[src/rtl/alu8_pkg.sv]
package alu8_pkg;

    localparam int DATA_W  = 8;
    localparam int INSTR_W = 18;
    localparam int OPC_W   = 5;
    localparam int OPC_LSB = INSTR_W - OPC_W;

    typedef enum logic [2:0] {
        U_NONE,
        U_ADD,
        U_SUB,
        U_LOGIC,
        U_MOVE,
        U_ROT,
        U_FLAG
    } unit_e;

    typedef enum logic [1:0] {
        LG_PASS = 2'b00,
        LG_AND  = 2'b01,
        LG_OR   = 2'b10,
        LG_XOR  = 2'b11
    } logic_e;

    typedef struct packed {
        unit_e      unit;
        logic       use_imm;
        logic       use_cin;
        logic       wb;
        logic       upd_c;
        logic       upd_z;
        logic_e     lsel;
        logic [1:0] sub_sel;
    } ctrl_t;

    localparam logic [OPC_W-1:0] OPC_ROTATE = 5'b10100;
    localparam logic [OPC_W-1:0] OPC_FLAGOP = 5'b10110;

endpackage

[src/rtl/alu8_decode.sv]
module alu8_decode
    import alu8_pkg::*;
(
    input  logic [INSTR_W-1:0] instr,
    output ctrl_t              ctrl
);

    logic [OPC_W-1:0] opc;
    logic [2:0]       low;

    assign opc = instr[INSTR_W-1:OPC_LSB];
    assign low = instr[2:0];

    always_comb begin
        ctrl         = '0;
        ctrl.unit    = U_NONE;
        ctrl.lsel    = LG_PASS;
        unique casez (opc)
            5'b000??: begin
                ctrl.unit    = U_SUB;
                ctrl.use_imm = opc[0];
                ctrl.use_cin = opc[1];
                ctrl.wb      = 1'b1;
                ctrl.upd_c   = 1'b1;
                ctrl.upd_z   = 1'b1;
            end
            5'b001??: begin
                ctrl.unit    = U_ADD;
                ctrl.use_imm = opc[0];
                ctrl.use_cin = opc[1];
                ctrl.wb      = 1'b1;
                ctrl.upd_c   = 1'b1;
                ctrl.upd_z   = 1'b1;
            end
            5'b01???: begin
                ctrl.unit    = (opc[2:1] == 2'b00) ? U_MOVE : U_LOGIC;
                ctrl.lsel    = logic_e'(opc[2:1]);
                ctrl.use_imm = opc[0];
                ctrl.wb      = 1'b1;
                ctrl.upd_z   = 1'b1;
            end
            5'b100??: begin
                ctrl.use_imm = opc[0];
                ctrl.upd_z   = 1'b1;
                if (opc[1]) begin
                    ctrl.unit = U_LOGIC;
                    ctrl.lsel = LG_AND;
                end else begin
                    ctrl.unit  = U_SUB;
                    ctrl.upd_c = 1'b1;
                end
            end
            OPC_ROTATE: begin
                if (!low[2]) begin
                    ctrl.unit    = U_ROT;
                    ctrl.sub_sel = low[1:0];
                    ctrl.wb      = 1'b1;
                    ctrl.upd_z   = 1'b1;
                    ctrl.upd_c   = low[1];
                end
            end
            OPC_FLAGOP: begin
                if (!low[2]) begin
                    ctrl.unit    = U_FLAG;
                    ctrl.sub_sel = low[1:0];
                    ctrl.upd_c   = ~low[1];
                    ctrl.upd_z   = low[1];
                end
            end
            default: ctrl.unit = U_NONE;
        endcase
    end

endmodule

[src/rtl/alu8_addsub.sv]
module alu8_addsub #(
    parameter int W = 8
) (
    input  logic [W-1:0] a,
    input  logic [W-1:0] b,
    input  logic         cin,
    input  logic         sub,
    output logic [W-1:0] sum,
    output logic         cout
);

    localparam int EXT_W = W + 1;

    logic [EXT_W-1:0] wide;

    always_comb begin
        if (sub) begin
            wide = {1'b0, a} - {1'b0, b} - {{W{1'b0}}, cin};
        end else begin
            wide = {1'b0, a} + {1'b0, b} + {{W{1'b0}}, cin};
        end
    end

    assign sum  = wide[W-1:0];
    assign cout = wide[EXT_W-1];

endmodule

[src/rtl/alu8_rotate.sv]
module alu8_rotate #(
    parameter int W = 8
) (
    input  logic [W-1:0] src,
    input  logic         cin,
    input  logic [1:0]   mode,
    output logic [W-1:0] res,
    output logic         cout
);

    logic fill_r;
    logic fill_l;

    assign fill_r = mode[1] ? cin : src[0];
    assign fill_l = mode[1] ? cin : src[W-1];

    always_comb begin
        if (mode[0]) begin
            res  = {src[W-2:0], fill_l};
            cout = src[W-1];
        end else begin
            res  = {fill_r, src[W-1:1]};
            cout = src[0];
        end
    end

endmodule

[src/rtl/alu8_core.sv]
module alu8_core
    import alu8_pkg::*;
(
    input  logic [INSTR_W-1:0] instr,
    input  logic [DATA_W-1:0]  opa,
    input  logic [DATA_W-1:0]  opb,
    input  logic               carry_in,
    input  logic               zero_in,
    output logic [DATA_W-1:0]  result,
    output logic               wr_en,
    output logic               carry_out,
    output logic               zero_out
);

    ctrl_t             ctrl;
    logic [DATA_W-1:0] b_sel;
    logic [DATA_W-1:0] as_sum;
    logic              as_cout;
    logic [DATA_W-1:0] rot_res;
    logic              rot_cout;
    logic [DATA_W-1:0] lg_res;
    logic [DATA_W-1:0] value;
    logic              c_calc;

    alu8_decode i_dec (
        .instr (instr),
        .ctrl  (ctrl)
    );

    assign b_sel = ctrl.use_imm ? instr[DATA_W-1:0] : opb;

    alu8_addsub #(.W(DATA_W)) i_addsub (
        .a    (opa),
        .b    (b_sel),
        .cin  (ctrl.use_cin & carry_in),
        .sub  (ctrl.unit == U_SUB),
        .sum  (as_sum),
        .cout (as_cout)
    );

    alu8_rotate #(.W(DATA_W)) i_rot (
        .src  (opb),
        .cin  (carry_in),
        .mode (ctrl.sub_sel),
        .res  (rot_res),
        .cout (rot_cout)
    );

    always_comb begin
        unique case (ctrl.lsel)
            LG_AND:  lg_res = opa & b_sel;
            LG_OR:   lg_res = opa | b_sel;
            LG_XOR:  lg_res = opa ^ b_sel;
            default: lg_res = b_sel;
        endcase
    end

    always_comb begin
        value  = '0;
        c_calc = carry_in;
        unique case (ctrl.unit)
            U_ADD, U_SUB: begin
                value  = as_sum;
                c_calc = as_cout;
            end
            U_LOGIC, U_MOVE: value = lg_res;
            U_ROT: begin
                value  = rot_res;
                c_calc = rot_cout;
            end
            U_FLAG:  c_calc = ctrl.sub_sel[0];
            default: value  = '0;
        endcase
    end

    assign result    = value;
    assign wr_en     = ctrl.wb;
    assign carry_out = ctrl.upd_c ? c_calc : carry_in;
    assign zero_out  = !ctrl.upd_z ? zero_in
                     : (ctrl.unit == U_FLAG) ? ctrl.sub_sel[0]
                     : (value == '0);

endmodule

[config.mk]
export PLATFORM = sky130hd
export DESIGN_NAME = alu8_core
export DESIGN_NICKNAME = d
export VERILOG_FILES = /design/src/rtl/alu8_pkg.sv /design/src/rtl/alu8_decode.sv /design/src/rtl/alu8_addsub.sv /design/src/rtl/alu8_rotate.sv /design/src/rtl/alu8_core.sv
export SDC_FILE = /design/constraint.sdc
export NUM_CORES = 1
export LEC_CHECK = 0
export ABC_AREA = 1
export BUFFER_PORTS_ARGS = -buffer_cell sky130_fd_sc_hd__buf_2
export CORE_UTILIZATION = 59
export DETAILED_ROUTE_END_ITERATION = 10
export PLACE_DENSITY = 0.84
export SLEW_MARGIN = 25
export SYNTH_ARGS = -nofsm -noshare
export SYNTH_HDL_FRONTEND = slang
export SYNTH_HIERARCHICAL = 1
export SYNTH_SLANG_ARGS = --single-unit
[constraint.sdc]
create_clock -name vclk -period 4.7
set_clock_uncertainty 0.05 [all_clocks]
set_input_delay 0.94 -clock vclk [all_inputs]
set_output_delay 0.94 -clock vclk [all_outputs]
set_load 0.02 [all_outputs]
### Word level (Yosys, flattened, before mapping)

Index checks and enable logic that the tools add are counted.

* flip-flop bits (word level): 0
* input bits: 36
* output and inout bits: 11
* logic and storage cells: 61

* add/subtract/negate cells: 4
* equal/unequal tests: 14
* mux-type cells: 29
* bitwise operators: 5
* reductions and logical operators: 9

Operator list (count)
* case mux 8 bit (3 select lines): 2
* case mux 3 bit (6 select lines): 1
* two-way mux 8 bit: 2
* == test 3 bit (second input constant): 4
* two-way mux 3 bit: 4
* two-way mux 1 bit: 11
* == test 5 bit (second input constant): 2
* adder 8 x 8 -> 9 bit: 1
* adder 9 x 1 -> 9 bit: 1
* two-way mux 9 bit: 1
* subtractor 8 x 8 -> 9 bit: 1
* subtractor 9 x 1 -> 9 bit: 1
* AND 8 bit: 1
* logical NOT 8 bit: 1
* OR 8 bit: 1
* OR reduction 2 bit: 4
* bitwise XOR 8 bit: 1
* == test 3 x 1 -> 1 bit (second input constant): 2
* == test 3 x 2 -> 1 bit (second input constant): 2
* two-way mux 2 bit: 3
* case mux 1 bit (3 select lines): 2
* == test 2 x 1 -> 1 bit (second input constant): 2
* == test 2 bit (second input constant): 2
* case mux 1 bit (4 select lines): 1
* other kinds (8): 8

### Depth between registers and ports, before layout

* depth after elaboration: 11
* depth in mapped cells: 25
* gate-level depth less buffers: 24

### By module

The synthesis kept the hierarchy.

Modules (own cells, without submodules)
* alu8_core: instances 1, cells each 215, area an instance 1049.8 µm², seq. area each 0.0 µm²
* alu8_addsub: instances 1, cells each 170, area an instance 979.7 µm², seq. area each 0.0 µm²
* alu8_decode: instances 1, cells each 45, area an instance 200.2 µm², seq. area each 0.0 µm²
* alu8_rotate: instances 1, cells each 30, area an instance 147.6 µm², seq. area each 0.0 µm²

### Worst setup path after synthesis

Ideal clock, no wire load.

* kind: input to output
* from: in instr[16]
* to: out zero_out
* arrival time: 3553 ps
* required time: 3710 ps
* slack: 157 ps
* stages: 24
* path buffers: 1
* cell sequence: nor2_1 nor2_1 nor2_1 buf_4 inv_2 nand2_1 nand2_1 fa_1 fa_1 nand2_1 nand2_1 nand2_2 a21oi_2 inv_1 nand2_1 nand3_1 nand2_1 nand2_1 nand2_1 nor2_1 nand2_1 nor2_1 nand2_1 a21oi_2

RTL lines
* start: declaration: RTL line alu8_core.sv:4 `input logic [INSTR_W-1:0] instr,`
* end: declaration: RTL line alu8_core.sv:12 `output logic zero_out`

==> reports/qor.yml <==
floorplan:
  die_area_um2: 4287
  fp.dieW_um: 65.48
  chipHeight_um: 65.48
  initial_core_util_pct: 63.04
  core_um2: 3771
  num_rows: 22
  pin_count: 47
worst_setup_path:
  arrival_ns: 3.83
  cp_data_required_time_ns: 3.71
  cp_max_fo: 4
  startpoint_type: "input pin"
  crit_path_start: "instr[16]"
  crit_type: "in -> out"
  worst_path_max_delay_cell: "ha_4"
  critPathMaxStageDelay_ns: 0.29
  cp_common_cell: "nand2_1"
  end_kind: "primary output"
power_and_ir_drop:
  vdd_drop_max_mv: 0.1263
  pwr-share-clk_pct: 0
  p_comb_share_pct: 100.0
  powerDensity_nw_per_um2: 174.1
  p_leak_nw: 1.954
  finalPower_mw: 0.5716
  swShare_pct: 57.04
  power_frac_seq_pct: 0
  internal_power_mw: 0.2456
  switchingPower_mw: 0.3261
drt:
  drt-pass1-iter-count: 7
  routed_wl_um: 8033
  vias: 3270
  drtIter0Drc: 306
  ant_nets: 0
  wl_per_cell_um: 13.41
  drc: 0
  avgViaCountPerCell: 5.459
synthesis:
  yosysSeqAreaShare_pct: 0
  synth.net_count: 537
  yosys_warnings: 6
  synth.distinct_cells: 29
  synthTopCellsByArea: "nand2_1 (26%), ha_1 (19%), inv_1 (14%)"
  synth_area_leader_cell: "nand2_1"
  syn_avg_cell_area_um2: 5.168
  synth_area_um2: 2377
  syn_inst: 460
  yosys.area.top_type_share_pct: 25.58
sta:
  final_max_slew_viol_count: 0
  worstMarginPinSlew_ns: 0.5791
  finalWorstSetupSlack_ns: -0.1182
  finalCritPeriodShare_pct: 102.5
  setup_viol: 3
  rsz0062_at_grt: "yes"
  min_period_ns: 4.818
  fin_setup_tns_ns: -0.1657
  finalHoldViolCount: 0
  fmax_mhz: 207.5
  slew_headroom_pct: 61.18
placed_design:
  placed_area_um2: 2929
  dp_hpwl_um: 5672
  place_ws_ns: -0.3598
  gp_congestion: 0.8850
  portBuffers: 42
cells_and_area:
  fin_util_pct: 87.06
  nets: 630
  seqCellArea_um2: 0
  area_delta_synth_final_pct: 38.11
  final_area_um2: 3283
  diodes: 0
  drive_gt1_share_pct: 32.67
  sequential_cell_total: 0
  clock_buffers: 0
min_path:
  min-delay-start: "zero_in"
  hold_depth: 4
  hp-class: "in -> out"
clock_network:
  cts_hold_buffers: 0
outcome:
  violations: "setup timing"
  status: "finished with violations"
flow_run:
  max_cap_viol_count: 0
global_routing:
  antenna_found_initial: 0
  grt_pass1_wl_um: 11680
  grt_max_degree: 13
  grt_usage_pct: 34.01
  grt_pass1_vias: 2845
  overflow: 0
metal layers:
layer | up-vias | GRT usage (%) | share of wire [%]
met5 | - | 0 | 0
met4 | 0 | 9.511 | 3.1
met1 | 1490 | 45.94 | 41
met3 | 32 | 1.736 | 8.1
li1 | 1581 | - | -
met2 | 167 | 57.99 | 48
final timing paths:
kind | to | slack (ns)
worst max-delay path | zero_out | -0.12
worst min-delay path | zero_out | 2.17
area by class of cell:
type / instances / area [µm²]
Fill cell: 225 / 488.0
Inverter: 101 / 384.1
Multi-Input combinational cell: 354 / 2203
Tap cell: 48 / 60.06
Timing Repair Buffer: 96 / 635.6
power by group through the flow:
stage	Sequential, mW	Clock, mW	Combinational, mW
6_report	0	0	0.572
5_1_grt	0	0	0.622
4_1_cts	0	0	0.500
3_5_place_dp	0	0	0.455
3_3_place_gp	0	0	0.440
2_1_floorplan	0	0	0.288
critical path: cells and delay by family:
family	cells	cell delay, ns
simple gates	18	1.78
fa+ha+maj	2	0.41
compound gates	1	0.11
buf+inv	5	0.58
cell families (layout without fill, tap and decap cells):
logic type,count (synthesis),in the layout,synth area share [%]
adder cells (fa/ha/maj),41,41,22.84
AND/OR/NAND/NOR,277,277,50.21
buffers and inverters,106,197,18.00
XOR/XNOR,5,5,1.842
AO/OA/AOI/OAI,31,31,7.106
per-stage QoR:
stage	std cells	hold WS (ns)
finish	599	2.170
global route	599	2.193
CTS	595	2.174
detailed placement	589	2.189
global placement	589	2.186
floorplan	460	1.952
synth_stat cells, types with 3 or more instances:
library cell	number
nand2_1	162
nor3_1	4
ha_1	37
o21ai_0	8
nor2_1	42
buf_6	3
o21ai_1	9
nand3_2	3
nand2_2	4
a21oi_2	3
inv_1	91
a21oi_1	10
fa_1	4
xor2_1	4
nand3_1	42
nand4_1	3
inv_2	9
nor2_2	9
cells in the final DEF, fill, tap and decap left out:
master,synthesis,routed
o21ai_2,0,2
a21oi_2,3,4
fa_1,4,1
nor3_2,1,2
ha_4,0,9
clkinv_1,1,1
o21ai_1,9,10
nand3_1,42,35
inv_1,91,86
buf_6,3,2
ha_1,37,28
buf_4,2,57
a21oi_1,10,9
buf_2,0,37
nand4_1,3,3
nor2_2,9,15
o21a_1,1,1
or2_1,1,1
o21ai_0,8,5
and2_4,0,1
nand4_2,1,1
nand3_2,3,10
nand2_2,4,18
inv_2,9,13
nor2_1,42,33
nand2_1,162,147
xnor2_1,1,1
nand3b_1,2,2
xor2_1,4,4
fa_2,0,3
nand2_4,0,1
inv_6,0,1
nor3_1,4,3
nor2_4,1,4
and2_0,1,1
what timing repair did:
item | 4_1_cts | 5_1_grt
setup buffers | 6 | 5
gates cloned | 0 | 0
endpoints found under the setup margin | 6 | 5
pin swaps | 12 | 17
gates resized for setup | 35 | 34
No activity file was read; power rests on OpenSTA's default activity.
